<file path="src/rtl/i2c_busctl_pkg.sv">
package i2c_busctl_pkg;

  // strobes from control to datapath, valid for one cycle
  typedef struct packed {
    logic reqStart;
    logic reqRestart;
    logic reqStop;
    logic setIrq;
    logic clrIrq;
  } ctlStb_t;

  // status returned by the datapath
  typedef struct packed {
    logic startSeen;
    logic stopSeen;
    logic busy;
    logic irq;
  } busStat_t;

endpackage

</file>
<file path="src/rtl/i2c_busctl_dp.sv">
module i2c_busctl_dp
  import i2c_busctl_pkg::*;
#(
  parameter int SYNC_STAGES = 2
) (
  input  logic     clk,
  input  logic     rstN,
  input  logic     sclIn,
  input  logic     sdaIn,
  input  ctlStb_t  stb,
  output busStat_t stat,
  output logic     busBusy,
  output logic     irqOut,
  output logic     startReq,
  output logic     restartReq,
  output logic     stopReq
);

  localparam int LINES = 2;
  localparam int SCL_IDX = 1;
  localparam int SDA_IDX = 0;

  logic [LINES-1:0] lineRaw;
  logic [LINES-1:0] lineSync;
  logic [LINES-1:0] linePrev;

  assign lineRaw = {sclIn, sdaIn};

  // one synchronizer chain per bus line; idle level of the bus is high
  for (genvar ln = 0; ln < LINES; ln++) begin : g_sync
    logic [SYNC_STAGES-1:0] chainQ;
    always_ff @(posedge clk or negedge rstN) begin
      if (!rstN) chainQ <= '1;
      else       chainQ <= {chainQ[SYNC_STAGES-2:0], lineRaw[ln]};
    end
    assign lineSync[ln] = chainQ[SYNC_STAGES-1];
  end

  always_ff @(posedge clk or negedge rstN) begin
    if (!rstN) linePrev <= '1;
    else       linePrev <= lineSync;
  end

  logic sclHigh;
  logic sdaFall;
  logic sdaRise;
  logic startSeen;
  logic stopSeen;

  assign sclHigh   = lineSync[SCL_IDX] & linePrev[SCL_IDX];
  assign sdaFall   = linePrev[SDA_IDX] & ~lineSync[SDA_IDX];
  assign sdaRise   = ~linePrev[SDA_IDX] & lineSync[SDA_IDX];
  assign startSeen = sclHigh & sdaFall;
  assign stopSeen  = sclHigh & sdaRise;

  // bus occupied flag follows the line conditions only
  always_ff @(posedge clk or negedge rstN) begin
    if (!rstN)          busBusy <= 1'b0;
    else if (startSeen) busBusy <= 1'b1;
    else if (stopSeen)  busBusy <= 1'b0;
  end

  // interrupt flag: a set beats a clear
  always_ff @(posedge clk or negedge rstN) begin
    if (!rstN)           irqOut <= 1'b0;
    else if (stb.setIrq) irqOut <= 1'b1;
    else if (stb.clrIrq) irqOut <= 1'b0;
  end

  // request pulses toward the master bit engine
  always_ff @(posedge clk or negedge rstN) begin
    if (!rstN) begin
      startReq   <= 1'b0;
      restartReq <= 1'b0;
      stopReq    <= 1'b0;
    end else begin
      startReq   <= stb.reqStart;
      restartReq <= stb.reqRestart;
      stopReq    <= stb.reqStop;
    end
  end

  always_comb begin
    stat.startSeen = startSeen;
    stat.stopSeen  = stopSeen;
    stat.busy      = busBusy;
    stat.irq       = irqOut;
  end

endmodule

</file>
<file path="src/rtl/i2c_busctl_ctl.sv">
module i2c_busctl_ctl
  import i2c_busctl_pkg::*;
(
  input  logic     clk,
  input  logic     rstN,
  input  logic     regWrEn,
  input  logic     regWrBusy,
  input  logic     regWrGateN,
  input  logic     regWrIrqBit,
  input  logic     regRdEn,
  input  logic     modeMaster,
  input  logic     modeTransmit,
  input  logic     evXferDone,
  input  logic     evAddrMatch,
  input  logic     evArbLost,
  input  logic     irqAutoClr,
  input  busStat_t stat,
  output ctlStb_t  stb
);

  logic cmdWrite;
  logic masterTx;
  logic slaveRx;
  logic clrArmed;
  logic irqWriteClr;

  assign cmdWrite = regWrEn & ~regWrGateN;
  assign masterTx = modeMaster & modeTransmit;
  assign slaveRx  = ~modeMaster & ~modeTransmit;

  // armed after a read that saw the flag set; any write or a dropped flag disarms
  always_ff @(posedge clk or negedge rstN) begin
    if (!rstN) clrArmed <= 1'b0;
    else       clrArmed <= (regRdEn & stat.irq) | (clrArmed & ~regWrEn & stat.irq);
  end

  assign irqWriteClr = regWrEn & ~regWrIrqBit & clrArmed;

  always_comb begin
    stb            = '0;
    stb.reqStart   = cmdWrite & regWrBusy & masterTx & ~stat.busy;
    stb.reqRestart = cmdWrite & regWrBusy & masterTx & stat.busy;
    stb.reqStop    = cmdWrite & ~regWrBusy & modeMaster;
    stb.setIrq     = evXferDone
                   | (evAddrMatch & slaveRx)
                   | (evArbLost & masterTx)
                   | stat.stopSeen;
    stb.clrIrq     = irqAutoClr | irqWriteClr;
  end

endmodule

</file>
<file path="src/rtl/i2c_busctl.sv">
module i2c_busctl
  import i2c_busctl_pkg::*;
#(
  parameter int SYNC_STAGES = 2
) (
  input  logic clk,
  input  logic rstN,
  input  logic sclIn,
  input  logic sdaIn,
  input  logic regWrEn,
  input  logic regWrBusy,
  input  logic regWrGateN,
  input  logic regWrIrqBit,
  input  logic regRdEn,
  input  logic modeMaster,
  input  logic modeTransmit,
  input  logic evXferDone,
  input  logic evAddrMatch,
  input  logic evArbLost,
  input  logic irqAutoClr,
  output logic busBusy,
  output logic irqOut,
  output logic startReq,
  output logic restartReq,
  output logic stopReq
);

  ctlStb_t  stb;
  busStat_t stat;
  logic     startSeen;
  logic     stopSeen;

  i2c_busctl_ctl u_ctl (
    .clk          (clk),
    .rstN         (rstN),
    .regWrEn      (regWrEn),
    .regWrBusy    (regWrBusy),
    .regWrGateN   (regWrGateN),
    .regWrIrqBit  (regWrIrqBit),
    .regRdEn      (regRdEn),
    .modeMaster   (modeMaster),
    .modeTransmit (modeTransmit),
    .evXferDone   (evXferDone),
    .evAddrMatch  (evAddrMatch),
    .evArbLost    (evArbLost),
    .irqAutoClr   (irqAutoClr),
    .stat         (stat),
    .stb          (stb)
  );

  i2c_busctl_dp #(.SYNC_STAGES(SYNC_STAGES)) u_dp (
    .clk        (clk),
    .rstN       (rstN),
    .sclIn      (sclIn),
    .sdaIn      (sdaIn),
    .stb        (stb),
    .stat       (stat),
    .busBusy    (busBusy),
    .irqOut     (irqOut),
    .startReq   (startReq),
    .restartReq (restartReq),
    .stopReq    (stopReq)
  );

  assign startSeen = stat.startSeen;
  assign stopSeen  = stat.stopSeen;

endmodule

</file>
<file path="config.mk">
export PLATFORM = sky130hd
export DESIGN_NAME = i2c_busctl
export DESIGN_NICKNAME = d
export VERILOG_FILES = /design/src/rtl/i2c_busctl_pkg.sv /design/src/rtl/i2c_busctl_dp.sv /design/src/rtl/i2c_busctl_ctl.sv /design/src/rtl/i2c_busctl.sv
export SDC_FILE = /design/constraint.sdc
export NUM_CORES = 1
export LEC_CHECK = 0
export ABC_CLOCK_PERIOD_IN_PS = 1200
export BUFFER_PORTS_ARGS = -buffer_cell sky130_fd_sc_hd__buf_4
export CAP_MARGIN = 5
export CORE_AREA = 5 5 42 44
export CTS_BUF_LIST = sky130_fd_sc_hd__clkbuf_4
export DETAILED_ROUTE_END_ITERATION = 7
export DIE_AREA = 0 0 47 49
export PLACE_DENSITY = 0.58
export SLEW_MARGIN = 40
export SYNTH_ARGS = -nofsm -noshare
export SYNTH_HDL_FRONTEND = slang
export SYNTH_SLANG_ARGS = --single-unit
</file>
<file path="constraint.sdc">
create_clock -name clk -period 1.2 [get_ports clk]
set_input_delay 0.18 -clock clk [delete_from_list [all_inputs] [get_ports clk]]
set_output_delay 0.18 -clock clk [all_outputs]
set_load 0.02 [all_outputs]
</file>
==> flow_metrics.tcl, run 1 <==
set metrics [dict create \
    status "finished, final reports clean" \
    critPathCapture "busBusy" \
    place_ws_ns 0.280 \
    path_buf_inv 1 \
    synth_cells 30 \
    antenna_cells 0 \
    hold_violations 0 \
    p_total_uw 797 \
    drt_first_pass_iters 3 \
    min_path_type "primary input to register" \
    nNetsFinal 71 \
    dp.cells 65 \
    r2r-start "u_dp.g_sync[1].chainQ[1]" \
    core_region_area_um2 1400 \
    hpwl_um 615 \
    wl_met2_um 409 \
    final.setup.worst_slack_ns 0.154 \
    slew_headroom_pct 89.8 \
    yosysSeqAreaShare_pct 73.4 \
    ys_ff_latch 12 \
    clkTransAtPathRegs_ns 0.08 \
    die_h_um 49 \
    avgViaCountPerCell 4.56 \
    layout.cells.non_filler 71 \
    dpl-instance-area_um2 582 \
    die-width_um 47 \
    h-tree-depth 1 \
    crit_arrival_ns 0.87 \
    grt_pass1_wl_um 1410 \
    endpoint_kind "output pin" \
    max-vdd-ir-drop_v 0.000537 \
    rsz0062_at_grt "false" \
    cts.sinks 12 \
    syn_nets 45 \
    cts_made_buffers 3 \
    max_freq_mhz 956 \
    wl_met3_um 58 \
    grt_pass1_vias 330 \
    syn_area_um2 419 \
    grt_usage_pct 9.06 \
    switching_share_pct 23.4 \
    fin_area_um2 628 \
    rows 14 \
    critical_path_class "register to output pin" \
    setup_viol 0 \
    worst-path-max-fanout 5 \
    grt_max_degree 13 \
    cp_cell_sequence "buf_4" \
    layout_min_cycle_time_ns 1.05 \
    r2r_slack_ns 0.27 \
    die-area_um2 2300 \
    period_share_pct 87.1 \
    drcViolationCount 0 \
    final_cell_mix "19 x buf_4, 6 x dfrtp_1, 6 x dfstp_2" \
    num-fill-cells 139 \
    syn-mean-instance-area_um2 14.0 \
    finClkSkew_ns 0.000348 \
    gp_congestion 0.606 \
    layout-drive-gt1-share_pct 50.9 \
    crit_cells 1 \
    worst-slew-pin-transition_ns 0.153 \
    ff2ff_path_depth 3 \
    internal_power_uw 610 \
    power_switching_uw 187 \
    antenna_found_initial 0 \
    cpPeakStageDelay_ns 0.42 \
    start_util_pct 29.9 \
    fin_tns_setup_ns 0 \
    ant_nets 0 \
    final_common_cell "buf_4" \
    maxSlewViolCount 0 \
    p_clk_share_pct 32.3 \
    p_comb_share_pct 11.5 \
    cp-start-kind "register" \
    ys_warn_count 0 \
    highest_layer "met4" \
    crit_start "u_dp.busBusy" \
    postCtsSetupRepairBufs 0 \
    wl_met1_um 335 \
    r2r-end "u_dp.busBusy" \
    ios 20 \
    cts_tree "yes" \
    clk_path_buf_depth 2 \
    wl_per_cell_um 11.7 \
    cap_violations 0 \
    cpLargestDelayFamily "flip-flops" \
    overflow 0 \
    wl_um 830 \
    clock-root-buffer "clkbuf_4" \
    synth_cell_types 14 \
    seqPwrFrac_pct 56.2 \
    io_buffers 19 \
    post_cts_resized 0 \
    power_density_nw_per_um2 1270 \
    syn_to_final_growth_pct 49.9 \
    crit_slowest_cell "dfrtp_1" \
    power.leakage_nw 0.296 \
    vias 324 \
    clk_latency_ns 0.27 \
    drt_iter0_drc 3 \
    cp_data_required_time_ns 1.02 \
]
worst reg2reg max path, cell delays in order (launching register included):
cell and delay [ns]:
dfstp_2 0.55, nand2_1 0.05, o21ai_0 0.12, o21ai_0 0.09
cell usage after synthesis:
master	n	area, um^2
a31oi_1	2	12.5
and3b_1	1	8.76
dfrtp_1	6	150
dfstp_2	6	158
inv_1	1	3.75
nand2_1	1	3.75
nand3_1	1	5.00
nand3b_1	2	15.0
nand4b_1	2	17.5
nor2_1	2	7.51
nor2b_1	2	12.5
nor3b_1	1	7.51
o21a_1	1	7.51
o21ai_0	2	10.0
flip-flops by register name, indices dropped and copies added (netlist names):
register	flops
u_dp.irqOut	1
u_dp.stopReq	1
u_ctl.clrArmed	1
u_dp.startReq	1
u_dp.restartReq	1
u_dp.linePrev	2
u_dp.busBusy	1
u_dp.g_sync.chainQ	4
per-stage QoR:
stage | hold WS, ns | utilization [%]
finish | 0.00923 | 44.8
global route | 0.000613 | 44.8
CTS | 0.00105 | 44.1
detailed placement | 0.0238 | 41.5
global placement | 0.0219 | 41.5
floorplan | -0.116 | -
what timing repair did:
item,4_1_cts,5_1_grt
hold buffers,1,1
setup endpoints to repair,0,0
hold endpoints to repair,12,1
power groups by stage:
stage | Sequential [mW] | Clock, mW | Combinational [mW]
after floorplan | 0.460 | 0 | 0.0210
after global placement | 0.454 | 0 | 0.0869
after detailed placement | 0.455 | 0 | 0.0878
after CTS | 0.448 | 0.272 | 0.0908
after global routing | 0.452 | 0.292 | 0.103
final | 0.447 | 0.257 | 0.0918
kinds of logic (layout without fill, tap and decap cells):
kind of cell / Yosys count / in the layout / share of synthesized area, %
AOI/OAI and AO/OA: 5 / 5 / 7.16
and+or+nand+nor: 12 / 12 / 18.5
buffers and inverters: 1 / 26 / 0.895
DFF: 12 / 12 / 73.4
routing by layer:
metal	global-route usage, %	up-vias
met5	0	-
li1	-	155
met1	10.6	154
met2	12.9	11
met4	8.29	0
met3	2.21	4
how the worst min path moves through the flow:
stage	end	cells past startpoint	slack [ns]	startpoint
floorplan	u_ctl.clrArmed	0	-0.12	rstN
global placement	u_dp.stopReq	1	0.02	rstN
detailed placement	u_dp.stopReq	1	0.02	rstN
CTS	u_dp.g_sync[1].chainQ[0]	1	0.001	sclIn
global route	u_dp.g_sync[1].chainQ[0]	1	0.0006	sclIn
finish	u_dp.g_sync[1].chainQ[0]	1	0.009	sclIn
cell type report:
class	count	area [um^2]	area share, %
inverter	1	3.75	0.598
timing repair buffer	21	163	25.9
clock inverter	1	3.75	0.598
multi-input combinational	17	108	17.1
clock buffer	3	22.5	3.59
tap	16	20.0	3.19
sequential	12	308	49.0
Power figures use the tool's default switching activity.
==> run 2, diff against run 1 <==
--- a/config.mk
+++ b/config.mk
@@ -8,11 +8,15 @@
 export ABC_CLOCK_PERIOD_IN_PS = 1200
 export BUFFER_PORTS_ARGS = -buffer_cell sky130_fd_sc_hd__buf_4
 export CAP_MARGIN = 5
-export CORE_AREA = 5 5 42 44
+export CELL_PAD_IN_SITES_DETAIL_PLACEMENT = 1
+export CELL_PAD_IN_SITES_GLOBAL_PLACEMENT = 2
+export CORE_MARGIN = 5
+export CORE_UTILIZATION = 28
 export CTS_BUF_LIST = sky130_fd_sc_hd__clkbuf_4
 export DETAILED_ROUTE_END_ITERATION = 7
-export DIE_AREA = 0 0 47 49
-export PLACE_DENSITY = 0.58
+export GPL_ROUTABILITY_DRIVEN = 1
+export PLACE_DENSITY = 0.78
+export REMOVE_ABC_BUFFERS = 1
 export SLEW_MARGIN = 40
 export SYNTH_ARGS = -nofsm -noshare
 export SYNTH_HDL_FRONTEND = slang
==> run 2 against run 1 <==
  * Combinational power increased by 4.5%
  * Power fell by 0.86%
  * Design area increased by 1.6%
  * Sequential share of layout area decreased by 0.77 points
  * Global-route usage fell by 0.77 points
  * Non-clock buffer count grew 1
  * Critical path type unchanged
==> flow_metrics.tcl, run 2 (synthesis results as in run 1) <==
set metrics [dict create \
    crit_arrival_ns 0.86 \
    endpoint_kind "output pin" \
    multi_input_area_um2 108 \
    final_cell_mix "19 x buf_4, 6 x dfrtp_1, 6 x dfstp_2" \
    switching_share_pct 22.5 \
    post_cts_resized 0 \
    largest_reg_flops 4 \
    ff2ff_path_depth 3 \
    hpwl_um 697 \
    max_freq_mhz 963 \
    slew_headroom_pct 88.4 \
    period_share_pct 86.6 \
    min_delay_worst_endpoint "u_dp.stopReq" \
    overflow 0 \
    fin_tns_setup_ns 0 \
    die-width_um 48.7 \
    worst-path-max-fanout 5 \
    cts_made_buffers 3 \
    grt_pass1_vias 349 \
    grt_usage_pct 8.29 \
    min_path_type "primary input to register" \
    highest_layer "met3" \
    seqPwrFrac_pct 56.6 \
    maxSlewViolCount 0 \
    avgViaCountPerCell 4.57 \
    largest-register "u_dp.g_sync.chainQ" \
    fin_area_um2 638 \
    cap_violations 0 \
    r2r-end "u_dp.busBusy" \
    hold_depth 2 \
    wl_met3_um 102 \
    die_h_um 48.7 \
    cp-start-kind "register" \
    r2r_slack_ns 0.27 \
    reg_top3 "u_dp.g_sync.chainQ: 4 flops, u_dp.linePrev: 2 flops" \
    cts_tree "yes" \
    internal_power_uw 612 \
    layout-drive-gt1-share_pct 50.0 \
    cpPeakStageDelay_ns 0.42 \
    power_switching_uw 177 \
    power.leakage_nw 0.300 \
    drcViolationCount 0 \
    hold_violations 0 \
    io_buffers 19 \
    gp_congestion 0.615 \
    ff_latch_area_um2 308 \
    drt_iter0_drc 0 \
    path_buf_inv 1 \
    setup_viol 0 \
    min_from "regWrBusy" \
    vias 329 \
    status "finished, final reports clean" \
    power_density_nw_per_um2 1240 \
    grt_pass1_wl_um 1500 \
    critical_path_class "register to output pin" \
    worst-slew-pin-transition_ns 0.173 \
    syn_to_final_growth_pct 52.2 \
    p_comb_share_pct 12.1 \
    grt_max_degree 13 \
    max-vdd-ir-drop_v 0.000607 \
    ios 20 \
    r2r-start "u_dp.g_sync[1].chainQ[1]" \
    clk_latency_ns 0.27 \
    crit_cells 1 \
    p_clk_share_pct 31.2 \
    clock-root-buffer "clkbuf_4" \
    finClkSkew_ns 0.00383 \
    cp_cell_sequence "buf_4" \
    nNetsFinal 72 \
    h-tree-depth 1 \
    wl_per_cell_um 12.6 \
    cts.sinks 12 \
    wl_met2_um 462 \
    num-fill-cells 176 \
    dpl-instance-area_um2 582 \
    core_region_area_um2 1450 \
    clkTransAtPathRegs_ns 0.07 \
    layout_min_cycle_time_ns 1.04 \
    antenna_cells 0 \
    die-area_um2 2370 \
    start_util_pct 28.8 \
    crit_slowest_cell "dfrtp_1" \
    cpLargestDelayFamily "flip-flops" \
    wl_um 908 \
    ant_nets 0 \
    clk_path_buf_depth 2 \
    final_common_cell "buf_4" \
    rows 14 \
    rsz0062_at_grt "false" \
    wl_met1_um 343 \
    cp_data_required_time_ns 1.02 \
    drt_first_pass_iters 1 \
    antenna_found_initial 0 \
]
run 2: power groups by stage:
stage / Clock, mW / Combinational [mW] / Sequential, mW
final: 0.247 / 0.0959 / 0.447
after global routing: 0.288 / 0.106 / 0.450
after CTS: 0.265 / 0.0931 / 0.448
after detailed placement: 0 / 0.0900 / 0.455
after global placement: 0 / 0.0874 / 0.454
after floorplan: 0 / 0.0210 / 0.460
run 2: worst max-delay path by stage:
| stage | from | endpoint | slack, ns |
|---|---|---|---|
| after floorplan | u_dp.g_sync[1].chainQ[1] | u_dp.busBusy | 0.31 |
| after global placement | u_dp.g_sync[1].chainQ[1] | u_dp.busBusy | 0.30 |
| after detailed placement | u_dp.g_sync[1].chainQ[1] | u_dp.busBusy | 0.26 |
| after CTS | u_dp.busBusy | busBusy | 0.14 |
| after global routing | u_dp.busBusy | busBusy | 0.11 |
| final | u_dp.busBusy | busBusy | 0.16 |
run 2: metal layers:
metal,track usage (%),vias to the layer above
li1,-,156
met1,9.09,161
met2,12.0,12
met3,7.67,0
met4,1.35,0
met5,0,-
run 2: cell type report:
| class | instances | share of cell area, % |
|---|---|---|
| clock buffer | 3 | 3.53 |
| clock inverter | 1 | 0.588 |
| inverter | 1 | 0.588 |
| multi-input combinational | 17 | 16.9 |
| sequential | 12 | 48.2 |
| tap | 16 | 3.14 |
| timing repair buffer | 22 | 27.1 |
run 2: metrics by stage:
| stage | total power, mW | setup WS (ns) | utilization [%] | instances | hold slack [ns] |
|---|---|---|---|---|---|
| 2_1_floorplan | 0.481 | 0.314 | - | 30 | -0.116 |
| 3_3_place_gp | 0.542 | 0.296 | 40.0 | 65 | 0.0221 |
| 3_5_place_dp | 0.545 | 0.258 | 40.0 | 65 | 0.0253 |
| 4_1_cts | 0.805 | 0.142 | 42.5 | 70 | 0.00268 |
| 5_1_grt | 0.845 | 0.109 | 43.9 | 72 | 0.0503 |
| 6_report | 0.790 | 0.161 | 43.9 | 72 | 0.0618 |
run 2: what timing repair did:
item / in CTS / in global routing
hold buffers: 1 / 2
buffers inserted: 0 / 0
endpoints found under the setup margin: 0 / 0
endpoints found under the hold margin: 12 / 2
==> run 3, diff against run 2 <==
--- a/config.mk
+++ b/config.mk
@@ -5,13 +5,14 @@
 export SDC_FILE = /design/constraint.sdc
 export NUM_CORES = 1
 export LEC_CHECK = 0
+export ABC_AREA = 1
 export ABC_CLOCK_PERIOD_IN_PS = 1200
 export BUFFER_PORTS_ARGS = -buffer_cell sky130_fd_sc_hd__buf_4
-export CAP_MARGIN = 5
+export CAP_MARGIN = 20
 export CELL_PAD_IN_SITES_DETAIL_PLACEMENT = 1
 export CELL_PAD_IN_SITES_GLOBAL_PLACEMENT = 2
 export CORE_MARGIN = 5
-export CORE_UTILIZATION = 28
+export CORE_UTILIZATION = 27
 export CTS_BUF_LIST = sky130_fd_sc_hd__clkbuf_4
 export DETAILED_ROUTE_END_ITERATION = 7
 export GPL_ROUTABILITY_DRIVEN = 1
==> run 3 against run 2 <==
  * Design area grew 2.9%
  * Synthesized cell count rose by 33%
  * Routed wire length up 5.0%
  * Worst hold slack better by 0.0028 ns
  * Clock power is 3% higher
  * Via count grew 9.1%
  * First-iteration DRC count is 3 higher
  * Core utilization shrank 0.79 points
  * Count of clock-buffer cells in the layout stayed put
==> flow_metrics.tcl, run 3 <==
set metrics [dict create \
    status "finished, final reports clean" \
    ys_top_cells_by_area "dfstp_2 36%, dfrtp_1 34%, nor2_1 8.6%" \
    whs_ns 0.0647 \
    clk_latency_ns 0.27 \
    ys_warn_count 0 \
    drt_iter0_drc 3 \
    power_switching_uw 206 \
    hold_violations 0 \
    cp_data_required_time_ns 1.02 \
    syn_area_um2 438 \
    layout_min_cycle_time_ns 1.00 \
    nNetsFinal 82 \
    power.leakage_nw 0.332 \
    wl_met2_um 544 \
    cts.sinks 12 \
    avgViaCountPerCell 4.38 \
    fin_tns_setup_ns 0 \
    hpwl_um 756 \
    gp_congestion 0.659 \
    grt_pass1_vias 419 \
    wl_per_cell_um 11.6 \
    drcViolationCount 0 \
    layout-drive-gt1-share_pct 47.0 \
    rsz0062_at_grt "false" \
    min_path_type "primary input to register" \
    clkTransAtPathRegs_ns 0.08 \
    dpl-instance-area_um2 601 \
    antenna_cells 0 \
    overflow 0 \
    post_cts_resized 0 \
    ios 20 \
    synth_top_cell_area_share_pct 36.0 \
    async_flop_share_pct 100 \
    synthTopCellsByCount "10 x nor2_1, 6 x dfrtp_1, 6 x dfstp_2, 6 x nand2_1, 4 x inv_1" \
    fin_area_um2 657 \
    finClkSkew_ns 0.00407 \
    worst-path-max-fanout 3 \
    cts_made_buffers 3 \
    drt_first_pass_iters 2 \
    synth_edf_count 0 \
    grt_usage_pct 8.60 \
    wl_met1_um 336 \
    syn_to_final_growth_pct 50.0 \
    cp_cell_sequence "buf_4" \
    critical_path_class "register to output pin" \
    die_h_um 50.3 \
    yosys.area.top_type "dfstp_2" \
    reg_top3 "u_dp.g_sync.chainQ: 4 flops, u_dp.linePrev: 2 flops" \
    p_comb_share_pct 14.7 \
    seqPwrFrac_pct 54.6 \
    cpPeakStageDelay_ns 0.40 \
    syn-mean-instance-area_um2 10.9 \
    grt_max_degree 13 \
    path_buf_inv 1 \
    switching_share_pct 24.8 \
    yosysSeqAreaShare_pct 70.3 \
    final_cell_mix "19 x buf_4, 10 x nor2_1, 6 x nand2_1, 6 x dfrtp_1, 6 x dfstp_2" \
    final_common_cell "buf_4" \
    crit_slowest_cell "dfrtp_1" \
    rows 14 \
    cp-start-kind "register" \
    cpLargestDelayFamily "flip-flops" \
    period_share_pct 83.7 \
    grt_pass1_wl_um 1590 \
    wl_um 953 \
    endpoint_kind "output pin" \
    die-area_um2 2530 \
    internal_power_uw 622 \
    p_total_uw 827 \
    max-vdd-ir-drop_v 0.000496 \
    dp.cells 75 \
    largest-register "u_dp.g_sync.chainQ" \
    vias 359 \
    maxSlewViolCount 0 \
    layout.cells.non_filler 82 \
    worst-slew-pin-transition_ns 0.153 \
    io_buffers 19 \
    p_clk_share_pct 30.7 \
    start_util_pct 28.7 \
    wl_met3_um 72 \
    antenna_found_initial 0 \
    synthFlopType "dfstp_2" \
    highest_layer "met3" \
    core_region_area_um2 1520 \
    power_density_nw_per_um2 1260 \
    slew_headroom_pct 89.8 \
    cap_violations 0 \
    largest_reg_flops 4 \
    synth_cell_types 12 \
    ant_nets 0 \
    clock-root-buffer "clkbuf_4" \
    setup_viol 0 \
    die-width_um 50.3 \
    clk_path_buf_depth 2 \
    max_freq_mhz 996 \
    h-tree-depth 1 \
    crit_arrival_ns 0.82 \
    ys_ff_latch 12 \
    synth.most_common_cell "nor2_1" \
    synth_cells 40 \
    cts_tree "yes" \
]
[run 3: path summary, 6_finish.rpt]
| kind | slack [ns] | depth (start not counted) | end | from |
|---|---|---|---|---|
| max | 0.20 | 1 | busBusy | u_dp.busBusy |
| min | 0.06 | 2 | u_dp.stopReq | regWrBusy |
| max reg2reg | 0.25 | 5 | u_dp.irqOut | u_dp.linePrev[0] |
| min reg2reg | 0.36 | 0 | u_dp.g_sync[0].chainQ[1] | u_dp.g_sync[0].chainQ[0] |
| max in group asynchronous | 0.69 | 2 | u_dp.g_sync[1].chainQ[1] | rstN |
| min in group asynchronous | 0.28 | 2 | u_dp.stopReq | rstN |
[run 3: per-layer routing]
metal,vias up,track usage (%)
met2,9,14.6
li1,175,-
met1,175,8.23
met4,0,5.24
met3,0,4.14
met5,-,0
[run 3: per-stage QoR]
| stage | worst slack (ns) | util (%) |
|---|---|---|
| floorplan | 0.328 | - |
| global placement | 0.245 | 39.4 |
| detailed placement | 0.258 | 39.4 |
| CTS | 0.177 | 41.8 |
| global route | 0.149 | 43.1 |
| finish | 0.196 | 43.1 |
[run 3: cells by family (layout without fill, tap and decap cells)]
family / count (synthesis) / in the layout / share of synthesized area (%)
DFF: 12 / 12 / 70.3
buffers and inverters: 5 / 31 / 4.28
AOI/OAI and AO/OA: 3 / 3 / 3.43
and+or+nand+nor: 20 / 20 / 22.0
[run 3: area by class of cell]
type | count | area, um^2
clock inverter | 1 | 3.75
multi-input combinational | 23 | 111
fill | 179 | 867
sequential | 12 | 308
clock buffer | 3 | 22.5
inverter | 5 | 18.8
tap | 16 | 20.0
timing repair buffer | 22 | 173
[run 3: repair_timing]
item                                   in CTS  in global routing
endpoints found under the hold margin      12                  2
hold buffers                                1                  2
setup endpoints to repair                   0                  0
setup buffers                               0                  0
[run 3: power by group through the flow]
stage,sequential [mW],combinational [mW],clock [mW]
3_5_place_dp,0.459,0.116,0
2_1_floorplan,0.470,0.0304,0
4_1_cts,0.452,0.119,0.270
6_report,0.451,0.122,0.254
5_1_grt,0.455,0.136,0.298
3_3_place_gp,0.457,0.115,0
